===== src/rtl/xfi_pkg.sv =====
package xfi_pkg;
   // raw status width and bit groups
   localparam int          RAW_W       = 29;
   localparam logic [28:0] CLEARABLE   = 29'h131F007F;
   localparam logic [28:0] LEVEL_BITS  = 29'h0000_0077;
   localparam logic [28:0] EXT_EVENTS  = 29'h131F_0000;
   localparam logic [28:0] STICKY_BITS = CLEARABLE & ~LEVEL_BITS;

   // raw bit positions driven inside the unit
   localparam int B_TX_EMPTY = 0;
   localparam int B_TX_LOW   = 1;
   localparam int B_TX_FULL  = 2;
   localparam int B_TX_OVR   = 3;
   localparam int B_RX_EMPTY = 4;
   localparam int B_RX_HIGH  = 5;
   localparam int B_RX_FULL  = 6;

   // control bits
   localparam int C_TX_FLUSH = 7;
   localparam int C_RX_FLUSH = 8;

   // register word indices
   localparam logic [3:0] A_CTRL  = 4'd0;
   localparam logic [3:0] A_TXD   = 4'd1;
   localparam logic [3:0] A_RXD   = 4'd2;
   localparam logic [3:0] A_TXTHR = 4'd3;
   localparam logic [3:0] A_RXTHR = 4'd4;
   localparam logic [3:0] A_MASK  = 4'd5;
   localparam logic [3:0] A_RAW   = 4'd6;
   localparam logic [3:0] A_MSKD  = 4'd7;
   localparam logic [3:0] A_CLR   = 4'd8;
endpackage


===== src/rtl/xfi_fifo.sv =====
module xfi_fifo #(
   parameter  int DW    = 8,
   parameter  int DEPTH = 16,
   localparam int PW    = (DEPTH > 1) ? $clog2(DEPTH) : 1,
   localparam int LW    = $clog2(DEPTH + 1)
) (
   input  logic          clk,
   input  logic          rst_n,
   input  logic          flush,
   input  logic          push,
   input  logic [DW-1:0] wdata,
   input  logic          pop,
   output logic [DW-1:0] rdata,
   output logic [LW-1:0] level,
   output logic          empty,
   output logic          full
);
   if (DEPTH < 2) begin : g_bad_depth
      $error("xfi_fifo: DEPTH must be at least 2");
   end
   if (DW < 1) begin : g_bad_width
      $error("xfi_fifo: DW must be at least 1");
   end

   logic [DW-1:0] mem [DEPTH];
   logic [PW-1:0] wr_ptr, rd_ptr, wr_nxt, rd_nxt;
   logic          do_push, do_pop;

   assign empty   = (level == '0);
   assign full    = (level == LW'(DEPTH));
   assign do_push = push && !full && !flush;
   assign do_pop  = pop && !empty && !flush;
   assign rdata   = mem[rd_ptr];

   // pointer wrap: free for powers of two, explicit compare otherwise
   if ((DEPTH & (DEPTH - 1)) == 0) begin : g_pow2
      assign wr_nxt = wr_ptr + 1'b1;
      assign rd_nxt = rd_ptr + 1'b1;
   end else begin : g_wrap
      assign wr_nxt = (wr_ptr == PW'(DEPTH - 1)) ? '0 : wr_ptr + 1'b1;
      assign rd_nxt = (rd_ptr == PW'(DEPTH - 1)) ? '0 : rd_ptr + 1'b1;
   end

   always_ff @(posedge clk) begin
      if (!rst_n) begin
         wr_ptr <= '0;
         rd_ptr <= '0;
         level  <= '0;
      end else if (flush) begin
         wr_ptr <= '0;
         rd_ptr <= '0;
         level  <= '0;
      end else begin
         if (do_push) wr_ptr <= wr_nxt;
         if (do_pop)  rd_ptr <= rd_nxt;
         level <= level + LW'(do_push) - LW'(do_pop);
      end
   end

   always_ff @(posedge clk) begin
      if (do_push) mem[wr_ptr] <= wdata;
   end
endmodule


===== src/rtl/xfi_irq.sv =====
module xfi_irq
   import xfi_pkg::*;
(
   input  logic             clk,
   input  logic             rst_n,
   input  logic [RAW_W-1:0] level_bits,
   input  logic             ovr_evt,
   input  logic [RAW_W-1:0] evt_set,
   input  logic             clr_we,
   input  logic [RAW_W-1:0] clr_bits,
   input  logic             mask_we,
   input  logic [RAW_W-1:0] mask_bits,
   output logic [RAW_W-1:0] raw,
   output logic [RAW_W-1:0] masked,
   output logic [RAW_W-1:0] mask_q,
   output logic             irq
);
   logic [RAW_W-1:0] sticky_q, set_v, clr_v;

   always_comb begin
      set_v = evt_set & EXT_EVENTS;
      set_v[B_TX_OVR] = set_v[B_TX_OVR] | ovr_evt;
      clr_v = clr_we ? (clr_bits & STICKY_BITS) : '0;
   end

   // set wins over clear in the same cycle
   always_ff @(posedge clk) begin
      if (!rst_n) sticky_q <= '0;
      else        sticky_q <= (sticky_q & ~clr_v) | set_v;
   end

   always_ff @(posedge clk) begin
      if (!rst_n)       mask_q <= '0;
      else if (mask_we) mask_q <= mask_bits & CLEARABLE;
   end

   assign raw    = (sticky_q & STICKY_BITS) | (level_bits & LEVEL_BITS);
   assign masked = raw & mask_q;
   assign irq    = |masked;
endmodule


===== src/rtl/xfer_fifo_irq.sv =====
module xfer_fifo_irq
   import xfi_pkg::*;
#(
   parameter  int DATA_W = 8,
   parameter  int DEPTH  = 16,
   parameter  int REG_W  = 32,
   localparam int TW     = $clog2(DEPTH),
   localparam int LW     = $clog2(DEPTH + 1)
) (
   input  logic              clk,
   input  logic              rst_n,
   input  logic              reg_wr,
   input  logic              reg_rd,
   input  logic [3:0]        reg_addr,
   input  logic [REG_W-1:0]  reg_wdata,
   output logic [REG_W-1:0]  reg_rdata,
   output logic              tx_valid,
   output logic [DATA_W-1:0] tx_data,
   input  logic              tx_ready,
   input  logic              rx_push,
   input  logic [DATA_W-1:0] rx_data,
   input  logic [RAW_W-1:0]  evt_set,
   output logic              irq
);
   if (REG_W < RAW_W || REG_W < C_RX_FLUSH + 1) begin : g_bad_reg
      $error("xfer_fifo_irq: REG_W too narrow for status word");
   end
   if (DATA_W > REG_W) begin : g_bad_data
      $error("xfer_fifo_irq: DATA_W wider than register port");
   end
   if (TW > 4) begin : g_bad_thr
      $error("xfer_fifo_irq: threshold wider than 4 bits");
   end

   logic              wr_ctrl, wr_txd, wr_txthr, wr_rxthr, wr_mask, wr_clr, rd_rxd;
   logic              flush_tx, flush_rx;
   logic [TW-1:0]     tx_thr, rx_thr;
   logic [LW-1:0]     tx_level, rx_level;
   logic              tx_empty, tx_full, rx_empty, rx_full;
   logic [DATA_W-1:0] rx_head;
   logic              tx_ovr;
   logic [RAW_W-1:0]  level_bits, raw, masked, mask_q;

   assign wr_ctrl  = reg_wr && (reg_addr == A_CTRL);
   assign wr_txd   = reg_wr && (reg_addr == A_TXD);
   assign wr_txthr = reg_wr && (reg_addr == A_TXTHR);
   assign wr_rxthr = reg_wr && (reg_addr == A_RXTHR);
   assign wr_mask  = reg_wr && (reg_addr == A_MASK);
   assign wr_clr   = reg_wr && (reg_addr == A_CLR);
   assign rd_rxd   = reg_rd && (reg_addr == A_RXD);

   // flush requests live for one cycle: the bit self-clears
   always_ff @(posedge clk) begin
      if (!rst_n) begin
         flush_tx <= 1'b0;
         flush_rx <= 1'b0;
      end else begin
         flush_tx <= wr_ctrl && reg_wdata[C_TX_FLUSH];
         flush_rx <= wr_ctrl && reg_wdata[C_RX_FLUSH];
      end
   end

   always_ff @(posedge clk) begin
      if (!rst_n) begin
         tx_thr <= '0;
         rx_thr <= '0;
      end else begin
         if (wr_txthr) tx_thr <= reg_wdata[TW-1:0];
         if (wr_rxthr) rx_thr <= reg_wdata[TW-1:0];
      end
   end

   xfi_fifo #(.DW(DATA_W), .DEPTH(DEPTH)) u_txq (
      .clk   (clk),
      .rst_n (rst_n),
      .flush (flush_tx),
      .push  (wr_txd),
      .wdata (reg_wdata[DATA_W-1:0]),
      .pop   (tx_ready),
      .rdata (tx_data),
      .level (tx_level),
      .empty (tx_empty),
      .full  (tx_full)
   );

   xfi_fifo #(.DW(DATA_W), .DEPTH(DEPTH)) u_rxq (
      .clk   (clk),
      .rst_n (rst_n),
      .flush (flush_rx),
      .push  (rx_push),
      .wdata (rx_data),
      .pop   (rd_rxd),
      .rdata (rx_head),
      .level (rx_level),
      .empty (rx_empty),
      .full  (rx_full)
   );

   assign tx_valid = !tx_empty;
   assign tx_ovr   = wr_txd && tx_full && !flush_tx;

   always_comb begin
      level_bits             = '0;
      level_bits[B_TX_EMPTY] = tx_empty;
      level_bits[B_TX_LOW]   = (tx_level <= LW'(tx_thr));
      level_bits[B_TX_FULL]  = tx_full;
      level_bits[B_RX_EMPTY] = rx_empty;
      level_bits[B_RX_HIGH]  = (rx_level >= LW'(rx_thr));
      level_bits[B_RX_FULL]  = rx_full;
   end

   xfi_irq u_irq (
      .clk        (clk),
      .rst_n      (rst_n),
      .level_bits (level_bits),
      .ovr_evt    (tx_ovr),
      .evt_set    (evt_set),
      .clr_we     (wr_clr),
      .clr_bits   (reg_wdata[RAW_W-1:0]),
      .mask_we    (wr_mask),
      .mask_bits  (reg_wdata[RAW_W-1:0]),
      .raw        (raw),
      .masked     (masked),
      .mask_q     (mask_q),
      .irq        (irq)
   );

   always_comb begin
      reg_rdata = '0;
      case (reg_addr)
         A_CTRL: begin
            reg_rdata[C_TX_FLUSH] = flush_tx;
            reg_rdata[C_RX_FLUSH] = flush_rx;
         end
         A_RXD:   if (!rx_empty) reg_rdata[DATA_W-1:0] = rx_head;
         A_TXTHR: reg_rdata[TW-1:0]    = tx_thr;
         A_RXTHR: reg_rdata[TW-1:0]    = rx_thr;
         A_MASK:  reg_rdata[RAW_W-1:0] = mask_q;
         A_RAW:   reg_rdata[RAW_W-1:0] = raw;
         A_MSKD:  reg_rdata[RAW_W-1:0] = masked;
         default: reg_rdata = '0;
      endcase
   end
endmodule


===== config.mk =====
export PLATFORM = sky130hd
export DESIGN_NAME = xfer_fifo_irq
export DESIGN_NICKNAME = d
export VERILOG_FILES = /design/src/rtl/xfi_pkg.sv /design/src/rtl/xfi_fifo.sv /design/src/rtl/xfi_irq.sv /design/src/rtl/xfer_fifo_irq.sv
export SDC_FILE = /design/constraint.sdc
export NUM_CORES = 1
export LEC_CHECK = 0
export BUFFER_PORTS_ARGS = -buffer_cell sky130_fd_sc_hd__buf_2
export CAP_MARGIN = 20
export CORE_UTILIZATION = 49
export CTS_BUF_LIST = sky130_fd_sc_hd__clkbuf_4 sky130_fd_sc_hd__clkbuf_8
export DETAILED_ROUTE_END_ITERATION = 10
export PLACE_DENSITY = 0.77
export SETUP_SLACK_MARGIN = 0.05
export SLEW_MARGIN = 25
export SYNTH_ARGS = -nofsm -noshare
export SYNTH_HDL_FRONTEND = slang
export SYNTH_SLANG_ARGS = --single-unit

===== constraint.sdc =====
create_clock -name clk -period 9.6 [get_ports clk]
set_clock_uncertainty 0.15 [all_clocks]
set_input_delay 1.92 -clock clk [delete_from_list [all_inputs] [get_ports clk]]
set_output_delay 1.92 -clock clk [all_outputs]
set_load 0.03 [all_outputs]

==> tab_implementation.tex <==
\begin{tabular}{lr}
\hline
Metric & Value \\
\hline
\multicolumn{2}{l}{\textbf{Status}} \\
Outcome & finished clean \\
\multicolumn{2}{l}{\textbf{GRT}} \\
Via count of the first global-routing pass & roughly 7500 \\
Overall fraction of global-route tracks in use & 19.5\% \\
Wire length of the first global-routing pass & about 42000 µm \\
Largest net degree at the start of global routing & 37 \\
Number of antenna violations at the first check in global routing & 0 \\
GRT Residual Overflow & 0 \\
\multicolumn{2}{l}{\textbf{Placed design}} \\
Detailed placement HPWL & 17700 µm \\
Cell Area, Placed & 14300 µm² \\
Final Wtd Congestion & 0.819 \\
Worst slack at placement & 3710 ps \\
Port Buffer Count & 69 \\
\multicolumn{2}{l}{\textbf{Synthesis}} \\
Main combinational cell family by area after synthesis & multiplexers \\
Cell with the most instances after synthesis & sky130\_fd\_sc\_hd\_\_edfxtp\_1 \\
EDFF count, synth & 256 \\
Distinct cells, synth & 63 \\
Mux cell area share after synthesis & 15.4\% \\
Ranking of synthesized cells by area & sky130\_fd\_sc\_hd\_\_edfxtp\_1 (56\%), sky130\_fd\_sc\_hd\_\_dfxtp\_1 (9.9\%), sky130\_fd\_sc\_hd\_\_mux4\_2 (7.9\%), sky130\_fd\_sc\_hd\_\_mux4\_1 (4.6\%), sky130\_fd\_sc\_hd\_\_mux2i\_1 (2.9\%) \\
Cell type with the highest aggregate area in the netlist & sky130\_fd\_sc\_hd\_\_edfxtp\_1 \\
Post-Synth Adder-Cell Area & a little under 3\% \\
Fraction of synthesis flops using an asynchronous set or reset pin & 0\% \\
Simple-gate portion of the synthesized area & approximately 7.3\% \\
Post-synthesis register bit count & 324 \\
Post-synth top flop & sky130\_fd\_sc\_hd\_\_edfxtp\_1 \\
Number of warning messages in the yosys log & 0 \\
Post-synthesis share of cell area spent on xor and xnor gates & 1.15\% \\
Combined area of all synthesized cells & 13700 µm² \\
Most frequent cells after synthesis & sky130\_fd\_sc\_hd\_\_edfxtp\_1 (256), sky130\_fd\_sc\_hd\_\_dfxtp\_1 (68), sky130\_fd\_sc\_hd\_\_nor2\_1 (66) \\
Compound-Gate Fraction of Synth Area & 3.76\% \\
Count of mapped cells out of synthesis & 853 \\
Synth top area share & between 50\% and 60\% \\
Mean cell area of the mapped netlist & 16.1 µm² \\
Sequential area share after synthesis & 66.0\% \\
\multicolumn{2}{l}{\textbf{CTS}} \\
H-tree level count & 2 \\
CTS Buffer Depth & 3 \\
Setup Buffers After CTS & 0 \\
Clock transition at path regs & 60 ps \\
Hold buffer count at CTS & 0 \\
TritonCTS clock tree & yes \\
Clock tree root buffer cell & sky130\_fd\_sc\_hd\_\_clkbuf\_8 \\
Post-cts gate resize count & 0 \\
Number of buffers added by the clock tree synthesis step & 50 \\
Clock insertion delay at the later pin of the skew report & $\sim$580 ps \\
Clock sink total & between 300 and 400 \\
\multicolumn{2}{l}{\textbf{Power and ir drop}} \\
Pwr per Cell Area & 216 nW/µm² \\
Internal Pwr Total & about 2500 µW \\
Logic pwr share & 15.2\% \\
Switch Pwr & 861 µW \\
Standby leakage power & around 0.0054 µW \\
Sequential share of power & 49.3\% \\
Net Sw Frac & 25.9\% \\
Maximum vdd drop & 0.219 mV \\
Share of total power in the clock network & $\sim$36\% \\
\multicolumn{2}{l}{\textbf{Timing}} \\
Final setup violation count & 0 \\
Least setup slack across all paths after layout & 3680 ps \\
Shortest clock period the worst path allows after layout & 5920 ps \\
Remaining max-slew budget at the tightest pin & 32.6\% \\
Final number of max-transition violations & 0 \\
Final Hold Vio Count & 0 \\
Final cycle utilization of the critical path & about three fifths \\
Unrepaired setup endpoints after global routing & no \\
Setup TNS & 0 ps \\
Transition time at the pin with the least slew margin & slightly above 1000 ps \\
Top achievable clock speed & 169 MHz \\
\multicolumn{2}{l}{\textbf{Route}} \\
Number of antenna-violating nets in the routed design & 0 \\
Average wire length per cell after detail routing & 20.4 µm \\
First-pass iteration count of the detailed router & 5 \\
Via total after detailed routing & 7517 \\
Drt drc & 0 \\
Detailed route wirelength on metal3 & $\sim$1600 µm \\
Vias per inst & 5.57 \\
Routed wl met2 & about 14000 µm \\
Highest routed layer & met4 \\
Met1 wire length & 11800 µm \\
Final Routed Wirelength & between 20000 and 30000 µm \\
DRT iter0 DRCs & 666 \\
\multicolumn{2}{l}{\textbf{Critical path}} \\
Crit path DAT & 3850 ps \\
Sort of element at the start of the critical path & input pin \\
Category of the critical setup timing path & in2out \\
Endpoint required time on the critical path & approximately 7500 ps \\
Kind of end point of the critical path & output pin \\
Maximum fanout count along the critical path & 15 \\
\multicolumn{2}{l}{\textbf{Cells and area}} \\
Final layout net count & 1048 \\
Layout cell share with drive strength beyond 1 & 22.6\% \\
Cell area after layout & 15400 µm² \\
Synthesis-to-layout area growth & 12.0\% \\
Final core utilization & a little under three fifths \\
Number of antenna diodes & 0 \\
\multicolumn{2}{l}{\textbf{Floorplan}} \\
Core footprint & 27200 µm² \\
Vertical extent of the die & 169 µm \\
Initial core utilization & between 50 and 60\% \\
Die Outline Area & roughly 29000 µm² \\
Count of standard-cell rows & 60 \\
Top-Level Pins & around 120 \\
Die Span X & 169 µm \\
\multicolumn{2}{l}{\textbf{Job}} \\
\# Max-Cap Violations & 0 \\
\multicolumn{2}{l}{\textbf{Min path}} \\
Classification of the worst-slack hold path & reg2reg \\
\hline
\end{tabular}
[cell type report]
cell class                 count  area [µm²]
fill                        2102       11800
sequential                   324        9050
multi-input combinational    452        4270
clock buffer                  75         901
tap                          372         465
timing repair buffer          75         390
clock inverter                16         139
inverter                      35         131
[routing by layer]
metal | up-vias | GRT usage [%]
li1 | 3425 | -
met1 | 3781 | 26.3
met2 | 261 | 32.5
met3 | 50 | 3.61
met4 | 0 | 5.99
met5 | - | 0
[state kept, by name, summed over array words and instances, names as in the netlist, named ones only]
signal	cells
flush_rx	1
flush_tx	1
rx_thr	4
tx_thr	4
u_irq.mask_q	15
u_irq.sticky_q	9
u_rxq.level	5
u_rxq.mem	128
u_rxq.rd_ptr	4
u_rxq.wr_ptr	4
u_txq.level	5
u_txq.mem	128
u_txq.rd_ptr	4
u_txq.wr_ptr	4
[cell usage in the layout (no fill, tap or decap), drive strengths merged, types with 11 or more instances in the layout]
| cell | n |
|---|---|
| buf | 75 |
| dfxtp | 68 |
| ha | 29 |
| clkbuf | 75 |
| nor2b | 36 |
| xor2 | 13 |
| inv | 36 |
| mux2i | 40 |
| nand2 | 38 |
| conb | 15 |
| mux4 | 72 |
| edfxtp | 256 |
| o22ai | 11 |
| a21oi | 25 |
| nor2 | 66 |
| nor3 | 14 |
| clkinv | 13 |
[worst paths after layout]
check	slack, ps	start	cells after the start	to
worst max-delay path	3680	reg_addr[0]	7	reg_rdata[1]
worst min-delay path	360	u_txq.rd_ptr[1]$_SDFFE_PP0P_	2	u_txq.rd_ptr[1]$_SDFFE_PP0P_
worst max register to register	6180	u_rxq.level[3]$_SDFF_PP0_	13	u_rxq.level[4]$_SDFF_PP0_
worst min register to register	360	u_txq.rd_ptr[1]$_SDFFE_PP0P_	2	u_txq.rd_ptr[1]$_SDFFE_PP0P_
[per-stage QoR]
| stage | total power (µW) | instances | hold slack [ps] |
|---|---|---|---|
| floorplan | 2050 | 867 | 322 |
| global placement | 2160 | 1258 | 333 |
| detailed placement | 2180 | 1258 | 348 |
| CTS | 3340 | 1349 | 363 |
| global route | 3470 | 1349 | 390 |
| finish | 3320 | 1349 | 362 |
[kinds of logic (layout without fill, tap and decap cells)]
| kind of cell | Yosys count | in the layout |
|---|---|---|
| buffers and inverters | 91 | 201 |
| XOR/XNOR | 18 | 18 |
| other | 1 | 15 |
| adder cells (fa/ha/maj) | 31 | 31 |
| AO/OA/AOI/OAI | 79 | 79 |
| flip-flops | 324 | 324 |
| multiplexers | 112 | 112 |
| AND/OR/NAND/NOR | 197 | 197 |
[power groups by stage]
stage | logic, µW | registers (µW) | clock network, µW
detailed placement | 506 | 1670 | 0
global placement | 493 | 1670 | 0
floorplan | 442 | 1610 | 0
global route | 560 | 1650 | 1260
finish | 505 | 1640 | 1180
CTS | 509 | 1640 | 1190
[worst max-delay path, cell delays in order]
cell and delay (ps):
sky130_fd_sc_hd__buf_2 190, sky130_fd_sc_hd__nor3_1 300, sky130_fd_sc_hd__o211a_1 430, sky130_fd_sc_hd__nand2_1 240, sky130_fd_sc_hd__a21oi_1 310, sky130_fd_sc_hd__a211o_1 230
sky130_fd_sc_hd__buf_2 220
No activity file was read; power rests on OpenSTA's default activity.
